`config.mk`:
```
export PLATFORM = sky130hd
export DESIGN_NAME = burst_beat_seq
export DESIGN_NICKNAME = d
export VERILOG_FILES = /design/src/rtl/bbas_pkg.sv /design/src/rtl/bbas_ctrl.sv /design/src/rtl/bbas_dpath.sv /design/src/rtl/burst_beat_seq.sv
export SDC_FILE = /design/constraint.sdc
export NUM_CORES = 1
export LEC_CHECK = 0
export ABC_CLOCK_PERIOD_IN_PS = 2100
export BUFFER_PORTS_ARGS = -buffer_cell sky130_fd_sc_hd__buf_2
export CORE_MARGIN = 2
export CORE_UTILIZATION = 30
export DETAILED_ROUTE_END_ITERATION = 16
export SYNTH_ARGS = -nofsm -noshare
export SYNTH_HDL_FRONTEND = slang
export SYNTH_HIERARCHICAL = 1
export SYNTH_SLANG_ARGS = --single-unit
export TNS_END_PERCENT = 10
```
`constraint.sdc`:
```
create_clock -name clk -period 2.1 [get_ports clk]
set_input_delay 0 -clock clk [delete_from_list [all_inputs] [get_ports clk]]
set_output_delay 0 -clock clk [all_outputs]
set_load 0.02 [all_outputs]
```
`src/rtl/bbas_pkg.sv`:
```
package bbas_pkg;
  localparam int DW_BYTES = 8;
  localparam int DW_LSB   = $clog2(DW_BYTES);

  typedef enum logic {ST_IDLE, ST_RUN} bbasState_t;

  typedef struct packed {
    logic load;    // capture a new transfer
    logic step;    // acknowledged beat, more to come
    logic finish;  // acknowledged final beat
  } bbasStrobe_t;
endpackage

```
`src/rtl/bbas_ctrl.sv`:
```
module bbas_ctrl
  import bbas_pkg::*;
(
  input  logic        clk,
  input  logic        rstN,
  input  logic        startReq,
  input  logic        dataAck,
  input  logic        isFinal,
  output bbasStrobe_t strobe,
  output logic        active,
  output logic        done
);
  bbasState_t stateQ;

  assign active = (stateQ == ST_RUN);

  always_comb begin
    strobe        = '0;
    strobe.load   = !active && startReq;
    strobe.step   = active && dataAck && !isFinal;
    strobe.finish = active && dataAck && isFinal;
  end

  always_ff @(posedge clk) begin
    if (!rstN) begin
      stateQ <= ST_IDLE;
      done   <= 1'b0;
    end else begin
      done <= strobe.finish;
      if (strobe.load)        stateQ <= ST_RUN;
      else if (strobe.finish) stateQ <= ST_IDLE;
    end
  end


  done_idle_chk: assert property (@(posedge clk) disable iff (!rstN)
    done |-> !active);

  done_pulse_chk: assert property (@(posedge clk) disable iff (!rstN)
    done |=> !done);

  stay_active_chk: assert property (@(posedge clk) disable iff (!rstN)
    (active && !(dataAck && isFinal)) |=> active);

  idle_ack_chk: assert property (@(posedge clk) disable iff (!rstN)
    (!active && !startReq) |=> (!active && !$rose(done)));
endmodule

```
`src/rtl/bbas_dpath.sv`:
```
module bbas_dpath
  import bbas_pkg::*;
#(
  parameter int ADDR_W = 32,
  parameter int BEATS  = 4
)(
  input  logic                       clk,
  input  logic                       rstN,
  input  bbasStrobe_t                strobe,
  input  logic                       active,
  input  logic [ADDR_W-1:0]          startAddr,
  input  logic                       burstReq,
  input  logic                       critFirst,
  input  logic                       vec128,
  output logic [ADDR_W-1:0]          beatAddr,
  output logic [$clog2(BEATS)-1:0]   beatIdx,
  output logic                       burstInd,
  output logic                       lastBeat,
  output logic                       isFinal
);
  localparam int OFF_W    = $clog2(BEATS);
  localparam int LINE_LSB = DW_LSB + OFF_W;
  localparam logic [OFF_W-1:0] LAST_CNT = OFF_W'(BEATS - 1);
  localparam logic [OFF_W-1:0] PAIR_MASK = ~OFF_W'(1);

  logic [ADDR_W-1:LINE_LSB] lineTag;
  logic [OFF_W-1:0]         startOff, beatCnt, curOff, reqOff;
  logic                     partQ, isBurstQ, isVecQ;

  assign reqOff = startAddr[DW_LSB +: OFF_W];

  always_ff @(posedge clk) begin
    if (!rstN) begin
      lineTag  <= '0;
      startOff <= '0;
      beatCnt  <= '0;
      partQ    <= 1'b0;
      isBurstQ <= 1'b0;
      isVecQ   <= 1'b0;
    end else if (strobe.load) begin
      lineTag  <= startAddr[ADDR_W-1:LINE_LSB];
      beatCnt  <= '0;
      partQ    <= 1'b0;
      isBurstQ <= burstReq;
      isVecQ   <= !burstReq && vec128;
      if (burstReq)   startOff <= critFirst ? reqOff : '0;
      else if (vec128) startOff <= reqOff & PAIR_MASK;
      else            startOff <= reqOff;
    end else if (strobe.step) begin
      if (isBurstQ) beatCnt <= beatCnt + 1'b1;
      else          partQ   <= 1'b1;
    end
  end

  assign curOff   = startOff + beatCnt + OFF_W'(partQ);
  assign beatAddr = {lineTag, curOff, {DW_LSB{1'b0}}};
  assign beatIdx  = beatCnt;
  assign burstInd = active && isBurstQ;
  assign lastBeat = active && (!isBurstQ || beatCnt == LAST_CNT);
  assign isFinal  = isBurstQ ? (beatCnt == LAST_CNT) : (!isVecQ || partQ);


  hold_no_ack_chk: assert property (@(posedge clk) disable iff (!rstN)
    (active && !strobe.step && !strobe.finish) |=> ($stable(beatAddr) && $stable(beatIdx)));

  wrap_in_line_chk: assert property (@(posedge clk) disable iff (!rstN)
    (strobe.step && burstInd) |=>
      (beatAddr[ADDR_W-1:LINE_LSB] == $past(beatAddr[ADDR_W-1:LINE_LSB]) &&
       beatAddr[LINE_LSB-1:DW_LSB] == OFF_W'($past(beatAddr[LINE_LSB-1:DW_LSB]) + 1'b1)));

  last_when_active_chk: assert property (@(posedge clk) disable iff (!rstN)
    lastBeat |-> active);

  single_idx_chk: assert property (@(posedge clk) disable iff (!rstN)
    (active && !burstInd) |-> (beatIdx == '0));
endmodule

```
`src/rtl/burst_beat_seq.sv`:
```
module burst_beat_seq
  import bbas_pkg::*;
#(
  parameter int ADDR_W = 32,
  parameter int BEATS  = 4
)(
  input  logic                     clk,
  input  logic                     rstN,
  input  logic                     startReq,
  input  logic [ADDR_W-1:0]        startAddr,
  input  logic                     burstReq,
  input  logic                     critFirst,
  input  logic                     vec128,
  input  logic                     dataAck,
  output logic                     active,
  output logic                     burstInd,
  output logic [ADDR_W-1:0]        beatAddr,
  output logic [$clog2(BEATS)-1:0] beatIdx,
  output logic                     lastBeat,
  output logic                     done
);
  bbasStrobe_t strobe;
  logic        isFinal;

  bbas_ctrl u_ctrl (
    .clk(clk), .rstN(rstN), .startReq(startReq), .dataAck(dataAck),
    .isFinal(isFinal), .strobe(strobe), .active(active), .done(done)
  );

  bbas_dpath #(.ADDR_W(ADDR_W), .BEATS(BEATS)) u_dpath (
    .clk(clk), .rstN(rstN), .strobe(strobe), .active(active),
    .startAddr(startAddr), .burstReq(burstReq), .critFirst(critFirst),
    .vec128(vec128), .beatAddr(beatAddr), .beatIdx(beatIdx),
    .burstInd(burstInd), .lastBeat(lastBeat), .isFinal(isFinal)
  );
endmodule

```
# Word-level counts from Yosys, hierarchy flattened
# Index checks and enable logic that the tools add are counted.
# Widths: inputs -> output; s select.
[op_classes]
n_bitwise = 2
n_reduce_logical = 18
n_addsub = 3
n_mux = 6
n_eq_ne = 1
[ops]
columns = ["operator", "count"]
rows = [
  ["$logic_and 1x1->1", 7],
  ["$logic_not 1->1", 5],
  ["$mux 1", 4],
  ["$mux 2", 2],
  ["$reduce_and 2->1", 2],
  ["$add 2x1->2", 1],
  ["$add 2x1->2 const B", 1],
  ["$add 2x2->2", 1],
  ["$eq 2x2->1 const B", 1],
  ["$logic_or 1x1->1", 2],
  ["$not 1->1", 2],
  ["$reduce_bool 2->1", 1],
  ["$reduce_or 2->1", 1],
]
[word_totals]
output_inout_bits = 38
register_bits = 36

# Logic depth before layout (Yosys ltp)
[logic_depth]
depth_word = 6
mapped_depth = 7

# Hierarchy
# Netlist, hierarchy kept.
[modules_own_cells]
columns = ["module", "cells_per_inst", "area_each_um2", "seq_area_each_um2", "n_inst"]
rows = [
  ["bbas_dpath", 134, 1455.1, 680.7, 1],
  ["bbas_ctrl", 9, 81.3, 40.0, 1],
]

# Worst setup path before layout
# OpenSTA, ideal clock, no wires.
[synth_timing]
kind = "register -> output"
start = "reg u_dpath.beatCnt[0], in the netlist u_dpath/beatIdx[0]"
end = "out beatAddr[4]"
slack_ps = 566
stages_incl_launch_ff = 5
t_arrival_ps = 1534
t_required_ps = 2100
n_path_buf = 0
cell_sequence = "dfxtp_1 > inv_1 > fa_1 > xor2_1 > xnor2_1"
[synth_via]
elab_chain_len = 2
[synth_rtl]
columns = ["item", "line", "rtl"]
rows = [
  ["start: declaration", "bbas_dpath.sv:27", "logic [OFF_W-1:0] startOff, beatCnt, curOff, reqOff;"],
  ["start signal: assignment", "bbas_dpath.sv:50", "if (isBurstQ) beatCnt <= beatCnt + 1'b1;"],
  ["$add 2x2->2", "bbas_dpath.sv:55", "assign curOff = startOff + beatCnt + OFF_W'(partQ);"],
  ["$add 2x1->2", "bbas_dpath.sv:55", ""],
  ["end: declaration", "burst_beat_seq.sv:17", "output logic [ADDR_W-1:0] beatAddr,"],
]
# Every way passes these cells.

# Worst setup path in the final report
# Same ends and word-level chain as after synthesis.

==> run summary <==
The finished layout holds 313 standard cells, fillers aside. The fraction of layout instances using a drive strength above 1 is 0.3416, and the synthesis-stage register bit count is 36. The tools report the met3 track utilization from global routing as 0.03836. The worst setup path is of the register to output pin kind.

TritonCTS built the clock tree. Clock-pin slew was measured on the worst setup and hold paths at 70 ps. The count of nets left with antenna violations once routing finished came out at 0.

CTS sink count: 36. The tightest min-delay check is of the input pin to register type. The global routing stage identified its most utilized layer as met2.

The simple-gate share of the synthesized area works out to 0.1914. Across the run, the number of max-cap violations was 0. Synthesized netlist cell count: 143. Dividing the detail-routed via count by the number of cells gives 4.083.

In this run the mean area of a mapped cell was 10.74 um^2. Among all flip-flop cells after synthesis, the most frequent one is dfxtp_1. The worst path required time was 2100 ps; the worst hold path depth was 3. Counting distinct cell types in the post-synthesis netlist gives 29. In this run the static leakage power is 1.070 nW.

After clock tree synthesis, the repair step resized 0 gates. The run gives 0 as the final-report hold violation count. The chip height is 75.57 um, and the share of synthesized registers carrying an async set or reset is 0.

Summing internal, switching and leakage power gives 1.545 mW. The total detailed-routing wirelength is 3504 um, and the accumulated negative setup slack is 0 ps. By area, the combinational part of the netlist is dominated by simple AND/OR/NAND/NOR gates.

The total overflow left after global routing is 0. Worst-margin pin slew: 523.4 ps. The synthesized area was 0.001536 mm^2.

The worst setup path is launched from a register. The pre-antenna-repair detailed-routing pass consisted of 4 iterations. The tools report the global-route wire length before repair as 5244 um. The worst path needs 1630 ps of the cycle, external delays included. The initial core utilization came out at 0.3067. The final worst-path cycle share was 0.7761; the final antenna diode count was 0.

The commonest cells after synthesis are 36 x dfxtp_1, 28 x mux2i_1, 28 x nor2b_1, 6 x inv_1. For the number of buffers created by CTS, the log shows 5. The multiplexer share of the synthesized area was 0.1824; the met1 usage in global routing was 0.1532. Counting flops with a built-in enable in the synthesized netlist gives 0. The logs give 0 for the initial antenna violation count and 580 ps for the flop-to-flop setup slack. For the worst flop-to-flop path, the logic depth is 4. Across the VDD grid, the largest voltage drop is 0.3658 mV. Of all cell types, the one taking the most synthesized area is dfxtp_1. The fraction of synthesized cell area in xor and xnor cells is 0.01710.

In this run the most critical hold path is launched from startAddr[4]. The worst hold path terminates at u_dpath/startOff[1]$_SDFFE_PN0P_. The headroom to the max-slew limit came out at 0.6510.

The run finished with clean final reports. After synthesis, the cell types taking the most area are dfxtp_1 47%, mux2i_1 18%, nor2b_1 11%, buf_12 2.6%, nand2b_1 1.6%. The all-layer global routing usage was 0.1237. The number of DRC markers after the initial detailed-route iteration came out at 41.

The logs give 0.4691 for the sequential-to-total area share from yosys stat and 2249 um for the detailed-placement wirelength estimate. The horizontal die dimension is 75.57 um, and the max-slew violation total from the final report is 0. The run gives 0.4570 as the end-of-flow core utilization. The launch point of the worst reg-to-reg path is u_ctrl/active$_SDFFE_PN0P_. Overall via count from detail_route: 1278. The area of the placeable core came out at 0.005010 mm^2. In this run the worst path has a maximum fanout of 3. The global placement routability congestion was 0.7738; the maximum number of pins on one net before global-route repair was 35. The setup violation total in the final timing report was 0; the I/O pin count was 77. Clock latency on the worst-skew pair, taken at its later pin, is 280 ps.

The area fraction of the dominant cell type after synthesis is 0.4691, and the highest achievable clock rate is 613.5 MHz. Setup repair after global routing left no endpoint under its margin. The area growth from synthesis to layout works out to 49.02%. The warning count from the yosys run was 6; the detail-routed net length per standard cell was 11.19 um. The logs give 283 for the final net count and 0 for the number of DRC violations after detailed routing. The number of placed instances, taps included, is 276.

The area of the die came out at 0.005710 mm^2. The initialized floorplan defines 26 standard-cell rows. Global-route met2 utilization: 0.2048. Dividing total power by cell area gives a power density of 674.8 mW/mm^2.

The arrival time of data at the critical path endpoint came out at 1630 ps. The endpoint identified for the worst register-to-register timing path is u_dpath/lineTag[7]$_SDFFE_PN0P_. The tools report the cell at the root of the clock tree as clkbuf_8. Sort of element at the end of the critical path: an output pin.

The H-tree was split into 2 levels. During placement, the flow inserted port buffers numbering 70. The adder-cell share of the synthesized area was 0.02117; the number of global-route vias before repair was 1131. Synthesized-area fraction occupied by ao, oa, aoi and oai cells: 0.03909. The worst hold margin came out at 24.33 ps. Counting along the longest clock path gives a buffer depth of 2. Clock skew on the completed layout was measured at 6.006 ps.

Most instantiated library cell after synthesis: dfxtp_1.
==> stage by stage <==
step	cell area, um^2	worst slack (ps)
6_report	2290	470.1
5_1_grt	2290	368.4
4_1_cts	2290	443.1
3_5_place_dp	1907	566.8
3_3_place_gp	1907	581.3
2_1_floorplan	1544	565.7
==> logic make-up (layout without fill, tap and decap cells) <==
kind of cell | count (synthesis) | after routing
AOI/OAI and AO/OA | 9 | 9
and+or+nand+nor | 48 | 48
muxes | 28 | 28
DFF | 36 | 36
other | 1 | 3
adders and majority gates | 2 | 2
buffers and inverters | 16 | 114
xor gates and xnor gates | 3 | 3
==> layout make-up <==
cell class | count | area (um^2)
Sequential cell | 36 | 720.7
Inverter | 6 | 22.52
Tap cell | 70 | 87.58
Fill cell | 523 | 2720
Clock inverter | 2 | 10.01
Timing Repair Buffer | 100 | 660.6
Clock buffer | 6 | 82.58
Multi-Input combinational cell | 93 | 705.7
==> state kept, by name, summed over array words and instances, names as in the netlist <==
register and count:
u_dpath/isBurstQ 1, u_ctrl/done 1, u_dpath/partQ 1, u_ctrl/active 1
u_dpath/isVecQ 1, u_dpath/lineTag 27, u_dpath/beatIdx 2, u_dpath/startOff 2
==> metal layers <==
metal | share of wire | vias to the layer above | wire [um]
li1 | - | 658 | -
met1 | 0.44 | 575 | 1545
met2 | 0.50 | 40 | 1735
met3 | 0.053 | 5 | 185
met4 | 0.011 | 0 | 38
met5 | 0 | - | 0
==> worst max path at each step <==
stage          slack [ps]                               to  cells past startpoint                            start
2_1_floorplan         570                      beatAddr[4]                      4  u_dpath/beatIdx[0]$_SDFFE_PP0P_
3_3_place_gp          580  u_dpath/lineTag[7]$_SDFFE_PN0P_                      4       u_ctrl/active$_SDFFE_PN0P_
3_5_place_dp          570  u_dpath/lineTag[7]$_SDFFE_PN0P_                      4       u_ctrl/active$_SDFFE_PN0P_
4_1_cts               440                      beatAddr[4]                      5  u_dpath/beatIdx[0]$_SDFFE_PP0P_
5_1_grt               370                      beatAddr[4]                      5  u_dpath/beatIdx[0]$_SDFFE_PP0P_
6_report              470                      beatAddr[4]                      5  u_dpath/beatIdx[0]$_SDFFE_PP0P_
==> what timing repair did <==
item | in CTS | in global routing
setup buffers | 0 | 0
hold endpoints to repair | 29 | 0
hold buffers | 29 | 0
endpoints found under the setup margin | 0 | 0
==> placed cells by master, fill, tap and decap left out <==
cell / n
a21boi_0: 1
a21boi_1: 1
a21boi_2: 1
a21oi_1: 2
a22oi_1: 1
and2_1: 2
and2b_2: 1
and3_4: 1
buf_12: 1
buf_2: 70
clkbuf_8: 6
clkinv_2: 2
conb_1: 3
dfxtp_1: 36
dlygate4sd3_1: 29
fa_1: 1
ha_1: 1
inv_1: 6
mux2i_1: 28
nand2_1: 3
nand2b_1: 4
nand2b_4: 1
nand3_1: 3
nand3b_1: 1
nor2_1: 4
nor2b_1: 28
o21ai_0: 2
o22ai_1: 1
xnor2_1: 2
xor2_1: 1
==> report_power, final <==
part	internal [mW]	total (mW)	leakage, nW	switching, mW
sequential	0.722	0.744	0.295	0.0211
combinational	0.152	0.301	0.724	0.149
clock	0.262	0.500	0.0510	0.238
==> worst max-delay path: stages (launching register included) <==
cell and delay, ps:
dfxtp_1 360, inv_1 90, fa_1 430, xor2_1 160, xnor2_1 130, buf_2 180
No activity file was read; power rests on OpenSTA's default activity.
